==> src/rtl/sar_conv_pkg.sv <==
package sar_conv_pkg;

    localparam int SAMP_W   = 10;
    localparam int CMP_W    = 6;
    localparam int CODE_W   = 10;
    localparam int NARROW_W = 8;
    localparam int RES_W    = 16;
    localparam int TMR_W    = (SAMP_W > CMP_W) ? SAMP_W : CMP_W;

    localparam logic [SAMP_W-1:0] SAMP_DEFAULT = SAMP_W'(44);
    localparam logic [CMP_W-1:0]  CMP_DEFAULT  = CMP_W'(4);

    typedef enum logic [1:0] {
        PH_IDLE    = 2'd0,
        PH_SAMPLE  = 2'd1,
        PH_COMPARE = 2'd2
    } phase_e;

    typedef struct packed {
        logic [SAMP_W-1:0] samp;
        logic [CMP_W-1:0]  cmp;
        logic              narrow;
    } timing_cfg_t;

    // One-hot trial bit for the most significant resolved bit
    function automatic logic [CODE_W-1:0] first_trial(input logic narrow);
        logic [CODE_W-1:0] one;
        one = CODE_W'(1);
        return narrow ? (one << (NARROW_W - 1)) : (one << (CODE_W - 1));
    endfunction

    // Zero-extend a resolved code into the result word
    function automatic logic [RES_W-1:0] pad_result(input logic [CODE_W-1:0] code,
                                                    input logic narrow);
        logic [CODE_W-1:0] keep_mask;
        keep_mask = narrow ? CODE_W'((1 << NARROW_W) - 1) : {CODE_W{1'b1}};
        return RES_W'(code & keep_mask);
    endfunction

endpackage

==> src/rtl/sar_phase_timer.sv <==
module sar_phase_timer #(
    parameter int W = 10
) (
    input  logic         clk,
    input  logic         rst,
    input  logic         load_en,
    input  logic [W-1:0] load_val,
    input  logic         dec_en,
    output logic         at_zero
);
    logic [W-1:0] cnt_q;

    always_ff @(posedge clk) begin
        if (rst) begin
            cnt_q <= '0;
        end else if (load_en) begin
            cnt_q <= load_val;
        end else if (dec_en && (cnt_q != '0)) begin
            cnt_q <= cnt_q - W'(1);
        end
    end

    assign at_zero = (cnt_q == '0);
endmodule

==> src/rtl/sar_bit_resolver.sv <==
module sar_bit_resolver #(
    parameter int W = 10
) (
    input  logic         clk,
    input  logic         rst,
    input  logic         init_en,
    input  logic [W-1:0] init_onehot,
    input  logic         decide_en,
    input  logic         keep_bit,
    input  logic         clear_en,
    output logic [W-1:0] trial_code,
    output logic [W-1:0] resolved_code,
    output logic         on_last_bit
);
    logic [W-1:0] code_q;
    logic [W-1:0] ptr_q;
    logic [W-1:0] ptr_next;

    // Current bit settled by the comparator answer
    assign resolved_code = keep_bit ? code_q : (code_q & ~ptr_q);
    assign ptr_next      = ptr_q >> 1;
    assign on_last_bit   = ptr_q[0];
    assign trial_code    = code_q;

    always_ff @(posedge clk) begin
        if (rst || clear_en) begin
            code_q <= '0;
            ptr_q  <= '0;
        end else if (init_en) begin
            code_q <= init_onehot;
            ptr_q  <= init_onehot;
        end else if (decide_en) begin
            if (on_last_bit) begin
                code_q <= '0;
                ptr_q  <= '0;
            end else begin
                code_q <= resolved_code | ptr_next;
                ptr_q  <= ptr_next;
            end
        end
    end
endmodule

==> src/rtl/sar_seq_ctrl.sv <==
module sar_seq_ctrl
    import sar_conv_pkg::*;
#(
    parameter int TW = TMR_W
) (
    input  logic          clk,
    input  logic          rst,
    input  logic          start,
    input  logic          abort,
    input  timing_cfg_t   cfg_in,
    input  logic          tmr_zero,
    input  logic          last_bit,
    output phase_e        phase,
    output timing_cfg_t   cfg_live,
    output logic          tmr_load,
    output logic [TW-1:0] tmr_val,
    output logic          tmr_dec,
    output logic          bit_init,
    output logic          bit_decide,
    output logic          bit_clear,
    output logic          finish,
    output logic          cfg_err
);
    phase_e      phase_q, phase_d;
    timing_cfg_t cfg_q, cfg_d;
    logic        err_q, err_d;

    always_comb begin
        phase_d    = phase_q;
        cfg_d      = cfg_q;
        err_d      = 1'b0;
        tmr_load   = 1'b0;
        tmr_val    = '0;
        tmr_dec    = 1'b0;
        bit_init   = 1'b0;
        bit_decide = 1'b0;
        bit_clear  = 1'b0;
        finish     = 1'b0;
        unique case (phase_q)
            PH_IDLE: begin
                if (start && !abort) begin
                    if (cfg_in.cmp == '0) begin
                        err_d = 1'b1;
                    end else begin
                        cfg_d    = cfg_in;
                        tmr_load = 1'b1;
                        if (cfg_in.samp != '0) begin
                            phase_d = PH_SAMPLE;
                            tmr_val = TW'(cfg_in.samp) - TW'(1);
                        end else begin
                            phase_d  = PH_COMPARE;
                            bit_init = 1'b1;
                            tmr_val  = TW'(cfg_in.cmp) - TW'(1);
                        end
                    end
                end
            end
            PH_SAMPLE: begin
                if (abort) begin
                    phase_d   = PH_IDLE;
                    bit_clear = 1'b1;
                end else if (tmr_zero) begin
                    phase_d  = PH_COMPARE;
                    bit_init = 1'b1;
                    tmr_load = 1'b1;
                    tmr_val  = TW'(cfg_q.cmp) - TW'(1);
                end else begin
                    tmr_dec = 1'b1;
                end
            end
            PH_COMPARE: begin
                if (abort) begin
                    phase_d   = PH_IDLE;
                    bit_clear = 1'b1;
                end else if (tmr_zero) begin
                    bit_decide = 1'b1;
                    if (last_bit) begin
                        finish  = 1'b1;
                        phase_d = PH_IDLE;
                    end else begin
                        tmr_load = 1'b1;
                        tmr_val  = TW'(cfg_q.cmp) - TW'(1);
                    end
                end else begin
                    tmr_dec = 1'b1;
                end
            end
            default: begin
                phase_d   = PH_IDLE;
                bit_clear = 1'b1;
            end
        endcase
    end

    always_ff @(posedge clk) begin
        if (rst) begin
            phase_q <= PH_IDLE;
            cfg_q   <= '{samp: SAMP_DEFAULT, cmp: CMP_DEFAULT, narrow: 1'b0};
            err_q   <= 1'b0;
        end else begin
            phase_q <= phase_d;
            cfg_q   <= cfg_d;
            err_q   <= err_d;
        end
    end

    assign phase    = phase_q;
    assign cfg_live = cfg_q;
    assign cfg_err  = err_q;
endmodule

==> src/rtl/sar_conv_engine.sv <==
module sar_conv_engine
    import sar_conv_pkg::*;
(
    input  logic              clk,
    input  logic              rst,
    input  logic              start_i,
    input  logic              abort_i,
    input  logic [SAMP_W-1:0] samp_cycles_i,
    input  logic [CMP_W-1:0]  cmp_cycles_i,
    input  logic              res8_i,
    input  logic              cmp_ge_i,
    output logic [CODE_W-1:0] trial_code_o,
    output logic              sampling_o,
    output logic              busy_o,
    output logic              done_o,
    output logic              cfg_err_o,
    output logic [RES_W-1:0]  result_o
);
    phase_e            phase;
    timing_cfg_t       cfg_in, cfg_live;
    logic              tmr_load, tmr_dec, tmr_zero;
    logic [TMR_W-1:0]  tmr_val;
    logic              bit_init, bit_decide, bit_clear, last_bit, finish;
    logic [CODE_W-1:0] resolved;
    logic [RES_W-1:0]  result_q;
    logic              done_q;

    assign cfg_in = '{samp: samp_cycles_i, cmp: cmp_cycles_i, narrow: res8_i};

    sar_seq_ctrl #(.TW(TMR_W)) u_ctrl (
        .clk        (clk),
        .rst        (rst),
        .start      (start_i),
        .abort      (abort_i),
        .cfg_in     (cfg_in),
        .tmr_zero   (tmr_zero),
        .last_bit   (last_bit),
        .phase      (phase),
        .cfg_live   (cfg_live),
        .tmr_load   (tmr_load),
        .tmr_val    (tmr_val),
        .tmr_dec    (tmr_dec),
        .bit_init   (bit_init),
        .bit_decide (bit_decide),
        .bit_clear  (bit_clear),
        .finish     (finish),
        .cfg_err    (cfg_err_o)
    );

    sar_phase_timer #(.W(TMR_W)) u_timer (
        .clk      (clk),
        .rst      (rst),
        .load_en  (tmr_load),
        .load_val (tmr_val),
        .dec_en   (tmr_dec),
        .at_zero  (tmr_zero)
    );

    sar_bit_resolver #(.W(CODE_W)) u_bits (
        .clk           (clk),
        .rst           (rst),
        .init_en       (bit_init),
        .init_onehot   (first_trial(phase == PH_IDLE ? res8_i : cfg_live.narrow)),
        .decide_en     (bit_decide),
        .keep_bit      (cmp_ge_i),
        .clear_en      (bit_clear),
        .trial_code    (trial_code_o),
        .resolved_code (resolved),
        .on_last_bit   (last_bit)
    );

    always_ff @(posedge clk) begin
        if (rst) begin
            result_q <= '0;
            done_q   <= 1'b0;
        end else begin
            done_q <= finish;
            if (finish) begin
                result_q <= pad_result(resolved, cfg_live.narrow);
            end
        end
    end

    assign result_o   = result_q;
    assign done_o     = done_q;
    assign busy_o     = (phase != PH_IDLE);
    assign sampling_o = (phase == PH_SAMPLE);
endmodule

==> config.mk <==
export PLATFORM = sky130hd
export DESIGN_NAME = sar_conv_engine
export DESIGN_NICKNAME = d
export VERILOG_FILES = /design/src/rtl/sar_conv_pkg.sv /design/src/rtl/sar_phase_timer.sv /design/src/rtl/sar_bit_resolver.sv /design/src/rtl/sar_seq_ctrl.sv /design/src/rtl/sar_conv_engine.sv
export SDC_FILE = /design/constraint.sdc
export NUM_CORES = 1
export LEC_CHECK = 0
export BUFFER_PORTS_ARGS = -buffer_cell sky130_fd_sc_hd__buf_4
export CORE_MARGIN = 4
export CORE_UTILIZATION = 45
export CTS_CLUSTER_DIAMETER = 120
export DETAILED_ROUTE_END_ITERATION = 8
export PLACE_DENSITY = 0.66
export SETUP_SLACK_MARGIN = 0.3
export SLEW_MARGIN = 5
export SYNTH_ARGS = -nofsm -noshare
export SYNTH_HDL_FRONTEND = slang
export SYNTH_SLANG_ARGS = --single-unit
==> constraint.sdc <==
create_clock -name clk -period 3.7 [get_ports clk]
set_input_delay 0.37 -clock clk [delete_from_list [all_inputs] [get_ports clk]]
set_output_delay 0.37 -clock clk [all_outputs]
set_load 0.02 [all_outputs]
==> run summary, run 1 <==
Vias in the first global route = 2381
Ant diodes = 0
Filler cells = 564
Relative slew slack = 49.9%
Starting Density = 47.7%
Clock sinks = 51
Worst-skew pair later-pin latency = 0.31 ns
GRT Util Overall = 18.9%
Share of cells above drive strength 1 = 15.7%
Commonest non-fill, non-tap cell in the layout = nand2_1
Fin crit period = 2.74 ns
Clk_skew = 0.00763 ns
1st-iter DRT viols = 202
H-tree Lvls = 2
Seq cells post-synth = 51
Area grow syn2layout = 16.1%
DRC = 0
Boundary pin count = 52
Nets = 433
RD Place Congestion = 0.877
Grt total ovfl = 0
Setup repair bufs after CTS = 0
Register area = 1020 sq um
Max-cap violations = 0
CP Class = reg2reg
Port Buffer Count = 45
Most frequent cells in the layout = 55 x nand2_1, 51 x dfxtp_1, 49 x a21oi_1
Routed wire length = 7120 um
FMAX = 365 MHz
Min-Delay Path Class = in2reg
Post-synth EDFFs = 0
Worst VDD drop = 274 uV
CTS Buf Count = 5
Cell breakdown of the critical path = inv_1 -> ha_1 -> nor4b_1 -> nand3_1 -> o21a_1 -> a211oi_1 -> a221oi_1
FFs w/ async S/R, synth = 0%
Core Area = 6060 sq um
Hold Path Depth = 3
Register area share after synthesis = 35.3%
R2R depth = 7
First-pass DRT Iterations = 4
Max Buffers Root-to-Sink = 2
Post-place setup slack = 1.03 ns
Clock slew at reported path FFs = 0.10 ns
Slew @ Worst Pin = 0.745 ns
Slowest CP cell = nor4b_1
Slew Viols, Final = 0
Static Leakage = 1.24 nW
Multi-input gate area = 1680 sq um
PwrDens = 461 nW/um^2
Via density = 5.53
Critical path launch point type = register
First-pass GRT wire length = 11600 um
Critical Path Max Stage Delay = 0.61 ns
Cell variety after synth = 57
Final setup TNS = 0 ns
Die Ht = 88.2 um
CP required = 3.86 ns
Final setup violation count = 0
Final WS setup = 0.957 ns
Row count = 28
Die Wd = 88.2 um
WL per Instance = 14.9 um
Mapped Cells = 366
Vias = 2637
RSZ-0062 raised after global routing = no
DP HPWL = 5330 um
Post-CTS resize count = 0
WP depth = 7
Final hold violation count = 0
Mapped Area = 2890 sq um
Worst setup EP type = register
Crit path DAT = 2.91 ns
Tcrit/Tclk final = 74.1%
Run status = completed
Worst Path Buf+Inv = 1
Yosys Warn Count = 0
Hold-fix buffers, CTS = 0
CTS root buffer = clkbuf_8
CP delay by family, top = compound AO/OA/AOI/OAI gates
ANT nets after route = 0
Avg Cell Area, Syn = 7.90 sq um
Full die area = 7770 sq um
Worst-path fanout max = 6
Initial antenna violation count = 0
TritonCTS clock tree = done
Top_reg_cell synth = dfxtp_1
Largest net degree at the start of global routing = 34
power by group:
group	internal [W]	switching [W]	total (W)	leakage, nW
clock network	0.000270	0.000191	0.000460	0.0644
registers	0.000587	0.0000426	0.000629	0.413
logic	0.000168	0.000290	0.000458	0.766
total	0.00102	0.000524	0.00155	1.24
metrics by stage:
step           cell area [sq um]  cells  total power (W)  utilization [%]  hold slack [ns]
6_report                    3360    477          0.00155             55.4            0.312
5_1_grt                     3360    477          0.00163             55.4            0.298
4_1_cts                     3360    477          0.00155             55.4            0.305
3_5_place_dp                3220    469          0.00109             53.2            0.446
3_3_place_gp                3220    469          0.00109             53.2            0.439
2_1_floorplan               2910    371         0.000977                -            0.445
sequential cells by signal (all words and copies together) (netlist names):
signal and flops:
u_ctrl.phase 2, u_bits.ptr_q 10, u_ctrl.cfg_live 7, u_ctrl.cfg_err 1
result_o 10, u_timer.cnt_q 10, u_bits.trial_code 10, done_o 1
per-layer routing:
layer,share of wire [%],up-vias,GRT usage (%)
li1,-,1361,-
met3,4.9,4,4.23
met1,52,1220,30.3
met5,0,-,0
met2,42,52,25.8
met4,0.51,0,2.88
layout make-up:
class | count | area share, %
Timing Repair Buffer | 46 | 10.3
Sequential cell | 51 | 30.4
Multi-Input combinational cell | 276 | 50.1
Clock buffer | 5 | 2.05
Inverter | 21 | 2.35
Tap cell | 75 | 2.79
Clock inverter | 3 | 2.01
worst paths after layout:
check	startpoint	slack, ns	to
min	res8_i	0.31	u_ctrl.cfg_live[0]$_SDFFE_PP0P_
min reg2reg	result_o[7]$_SDFFE_PP0P_	0.46	result_o[7]$_SDFFE_PP0P_
max	u_timer.cnt_q[0]$_SDFFE_PP0P_	0.96	u_timer.cnt_q[6]$_SDFFE_PP0P_
max reg2reg	u_timer.cnt_q[0]$_SDFFE_PP0P_	0.96	u_timer.cnt_q[6]$_SDFFE_PP0P_
worst register-to-register path, delay by kind of cell (launching register included):
family	cells	cell delay [ns]
AOI/OAI and AO/OA	3	1.01
and+or+nand+nor	2	0.98
DFF	1	0.32
adders and majority gates	1	0.17
buffers and inverters	1	0.12
cells by family after synthesis:
logic type / count (synthesis) / share of synthesized area (%)
simple gates: 134 / 23.3
compound gates: 103 / 22.5
flops: 51 / 35.3
buf+inv: 44 / 7.14
xor+xnor: 18 / 5.45
fa+ha+maj: 10 / 4.33
mux: 5 / 1.82
other cells: 1 / 0.130
synth_stat cells (all sizes together), types with 4 or more instances:
cell	number	share of area, %
nand2b	5	1.1
or3	6	1.3
o31ai	6	1.6
nor2	19	3.0
buf	12	3.0
and3	4	0.87
a21oi	49	8.5
nand3	12	2.1
clkbuf	11	1.4
or4	5	1.4
xor2	6	1.8
inv	21	2.7
o21ai	13	2.3
a221oi	5	1.5
nor3	12	2.3
a22oi	4	1.2
nor4	4	0.87
a211oi	5	1.5
ha	10	4.3
xnor2	12	3.6
dfxtp	51	35
nand2	55	7.1
Power figures use the tool's default switching activity.
==> run 2, diff against run 1 <==
--- a/config.mk
+++ b/config.mk
@@ -5,12 +5,13 @@
 export SDC_FILE = /design/constraint.sdc
 export NUM_CORES = 1
 export LEC_CHECK = 0
+export ABC_AREA = 1
 export BUFFER_PORTS_ARGS = -buffer_cell sky130_fd_sc_hd__buf_4
 export CORE_MARGIN = 4
 export CORE_UTILIZATION = 45
 export CTS_CLUSTER_DIAMETER = 120
 export DETAILED_ROUTE_END_ITERATION = 8
-export PLACE_DENSITY = 0.66
+export PLACE_DENSITY = 0.68
 export SETUP_SLACK_MARGIN = 0.3
 export SLEW_MARGIN = 5
 export SYNTH_ARGS = -nofsm -noshare
==> constraint.sdc (replaced) <==
create_clock -name clk -period 2.3 [get_ports clk]
set_input_delay 0.23 -clock clk [delete_from_list [all_inputs] [get_ports clk]]
set_output_delay 0.23 -clock clk [all_outputs]
set_load 0.02 [all_outputs]
==> run 2 against run 1 <==
First-iteration DRC count fell by 38%. Non-clock buffer count is 2 higher. Via count increased by 17%. Die area up 6.7%. Final area grew 8.3%. Clock skew fell by 0.0016 ns. Combinational power rose to 3.1 times the previous value. Critical path type unchanged. Critical endpoint is now u_bits.ptr_q[4]$_SDFFE_PP0P_. Largest cell class unchanged.
==> run summary, run 2 <==
Ant diodes = 0
Synth top area share = 32.9%
Slew @ Worst Pin = 0.732 ns
Clk_skew = 0.00605 ns
Relative slew slack = 51.1%
Final setup violation count = 0
GRT Util Overall = 18.8%
Final setup TNS = 0 ns
Die Ht = 91.1 um
ANT nets after route = 0
CTS Buf Count = 5
DRC = 0
PwrDens = 866 nW/um^2
Mapped Area = 3110 sq um
Post-DP Area = 3490 sq um
Slew Viols, Final = 0
DP HPWL = 5900 um
Top_reg_cell synth = dfxtp_1
Seq cells post-synth = 51
WL per Instance = 12.9 um
Post-synth EDFFs = 0
Initial antenna violation count = 0
First-pass DRT Iterations = 5
Worst VDD drop = 471 uV
Tcrit/Tclk final = 79.1%
Max Buffers Root-to-Sink = 2
RSZ-0062 raised after global routing = no
TritonCTS clock tree = done
Nets = 549
Final hold violation count = 0
CP Class = reg2reg
Clock slew at reported path FFs = 0.10 ns
Most common cell in the netlist = nand2_1
First-pass GRT wire length = 13100 um
RD Place Congestion = 0.881
CP required = 2.54 ns
Most frequent cells in the layout = 87 x nand2_1, 74 x inv_1, 56 x nor2_1
Worst-skew pair later-pin latency = 0.31 ns
Routed wire length = 7710 um
Vias in the first global route = 2950
Die Wd = 91.1 um
Commonest cells post-synth = 88 x nand2_1, 75 x inv_1, 58 x nor2_1
Share of cells above drive strength 1 = 16.4%
Placed instance count = 590
FMAX = 550 MHz
Grt total ovfl = 0
Vias = 3073
Min Hold Slack = 0.191 ns
Area grow syn2layout = 17.2%
Filler cells = 682
Static Leakage = 1.70 nW
Max-cap violations = 0
Mapped Cells = 471
Hold-fix buffers, CTS = 0
Via density = 5.14
Row count = 30
Core Area = 6760 sq um
Port Buffer Count = 45
Starting Density = 46.0%
Register area share after synthesis = 32.9%
Crit path DAT = 2.06 ns
Run status = completed
FFs w/ async S/R, synth = 0%
Largest net degree at the start of global routing = 24
Finished Cell Area = 3640 sq um
H-tree Lvls = 2
Boundary pin count = 52
CTS root buffer = clkbuf_8
Cell variety after synth = 38
Fin crit period = 1.82 ns
Worst-path fanout max = 9
Final instance count without filler cells = 598
Yosys Warn Count = 0
Critical path launch point type = register
Clock sinks = 51
Worst setup EP type = register
Avg Cell Area, Syn = 6.59 sq um
Full die area = 8290 sq um
Commonest non-fill, non-tap cell in the layout = nand2_1
Synth top area cells = dfxtp_1 33%, nand2_1 11%, inv_1 9.1%
1st-iter DRT viols = 125
Min-Delay Path Class = in2reg
Top cell type by total area after synthesis = dfxtp_1
## run 2: final timing paths
| kind | depth (start not counted) | slack, ns | endpoint | from |
|---|---|---|---|---|
| max | 9 | 0.48 | u_bits.ptr_q[4]$_SDFFE_PP0P_ | u_ctrl.phase[1]$_SDFFE_PP0P_ |
| min | 2 | 0.19 | u_timer.cnt_q[5]$_SDFFE_PP0P_ | rst |
| max reg2reg | 9 | 0.48 | u_bits.ptr_q[4]$_SDFFE_PP0P_ | u_ctrl.phase[1]$_SDFFE_PP0P_ |
| min reg2reg | 2 | 0.47 | u_bits.trial_code[0]$_SDFFE_PP0P_ | u_bits.trial_code[0]$_SDFFE_PP0P_ |
## run 2: through the flow
stage               total power [W]  util [%]  setup WS [ns]
floorplan                   0.00218         -          0.550
global placement            0.00244      51.6          0.443
detailed placement          0.00247      51.6          0.364
CTS                         0.00314      53.4          0.344
global route                0.00341      53.9          0.283
finish                      0.00315      53.9          0.481
## run 2: logic make-up after synthesis
kind of cell	after synthesis	synth area share, %
other	1	0.121
AO/OA/AOI/OAI	84	14.8
buffers and inverters	92	12.6
flip-flops	51	32.9
AND/OR/NAND/NOR	222	32.5
XOR/XNOR	11	3.10
adder cells (fa/ha/maj)	10	4.03
## run 2: timing repair
action / CTS / global route
buffers inserted: 0 / 0
gates resized for setup: 0 / 10
endpoints found under the setup margin: 0 / 19
## run 2: cell type report
type	count	area, sq um	area share (%)
Timing Repair Buffer	48	360	9.90
Sequential cell	51	1020	28.1
Inverter	78	293	8.05
Tap cell	80	100	2.75
Clock inverter	2	38.8	1.07
Multi-Input combinational cell	333	1740	47.9
Clock buffer	6	82.6	2.27
## run 2: where the power goes
part | total, W | internal, W | switching (W)
clock network | 0.000672 | 0.000358 | 0.000314
registers | 0.00107 | 0.000983 | 0.0000909
logic | 0.00140 | 0.000493 | 0.000910
total | 0.00315 | 0.00183 | 0.00131
## run 2: critical path, cell delays in order, from the launching register on
cell and delay, ns:
dfxtp_1 0.36, inv_1 0.09, ha_2 0.32, inv_1 0.05, nor2_1 0.15, a21oi_1 0.07
nor2_1 0.19, nand3_2 0.18, buf_4 0.22, a21oi_1 0.13
## run 2: layer usage
layer	up-vias	wire length (um)	GRT usage, %
met5	-	0	0
met4	0	103	5.53
met3	15	362	3.56
met2	85	3710	32.2
met1	1388	3530	24.0
li1	1585	-	-
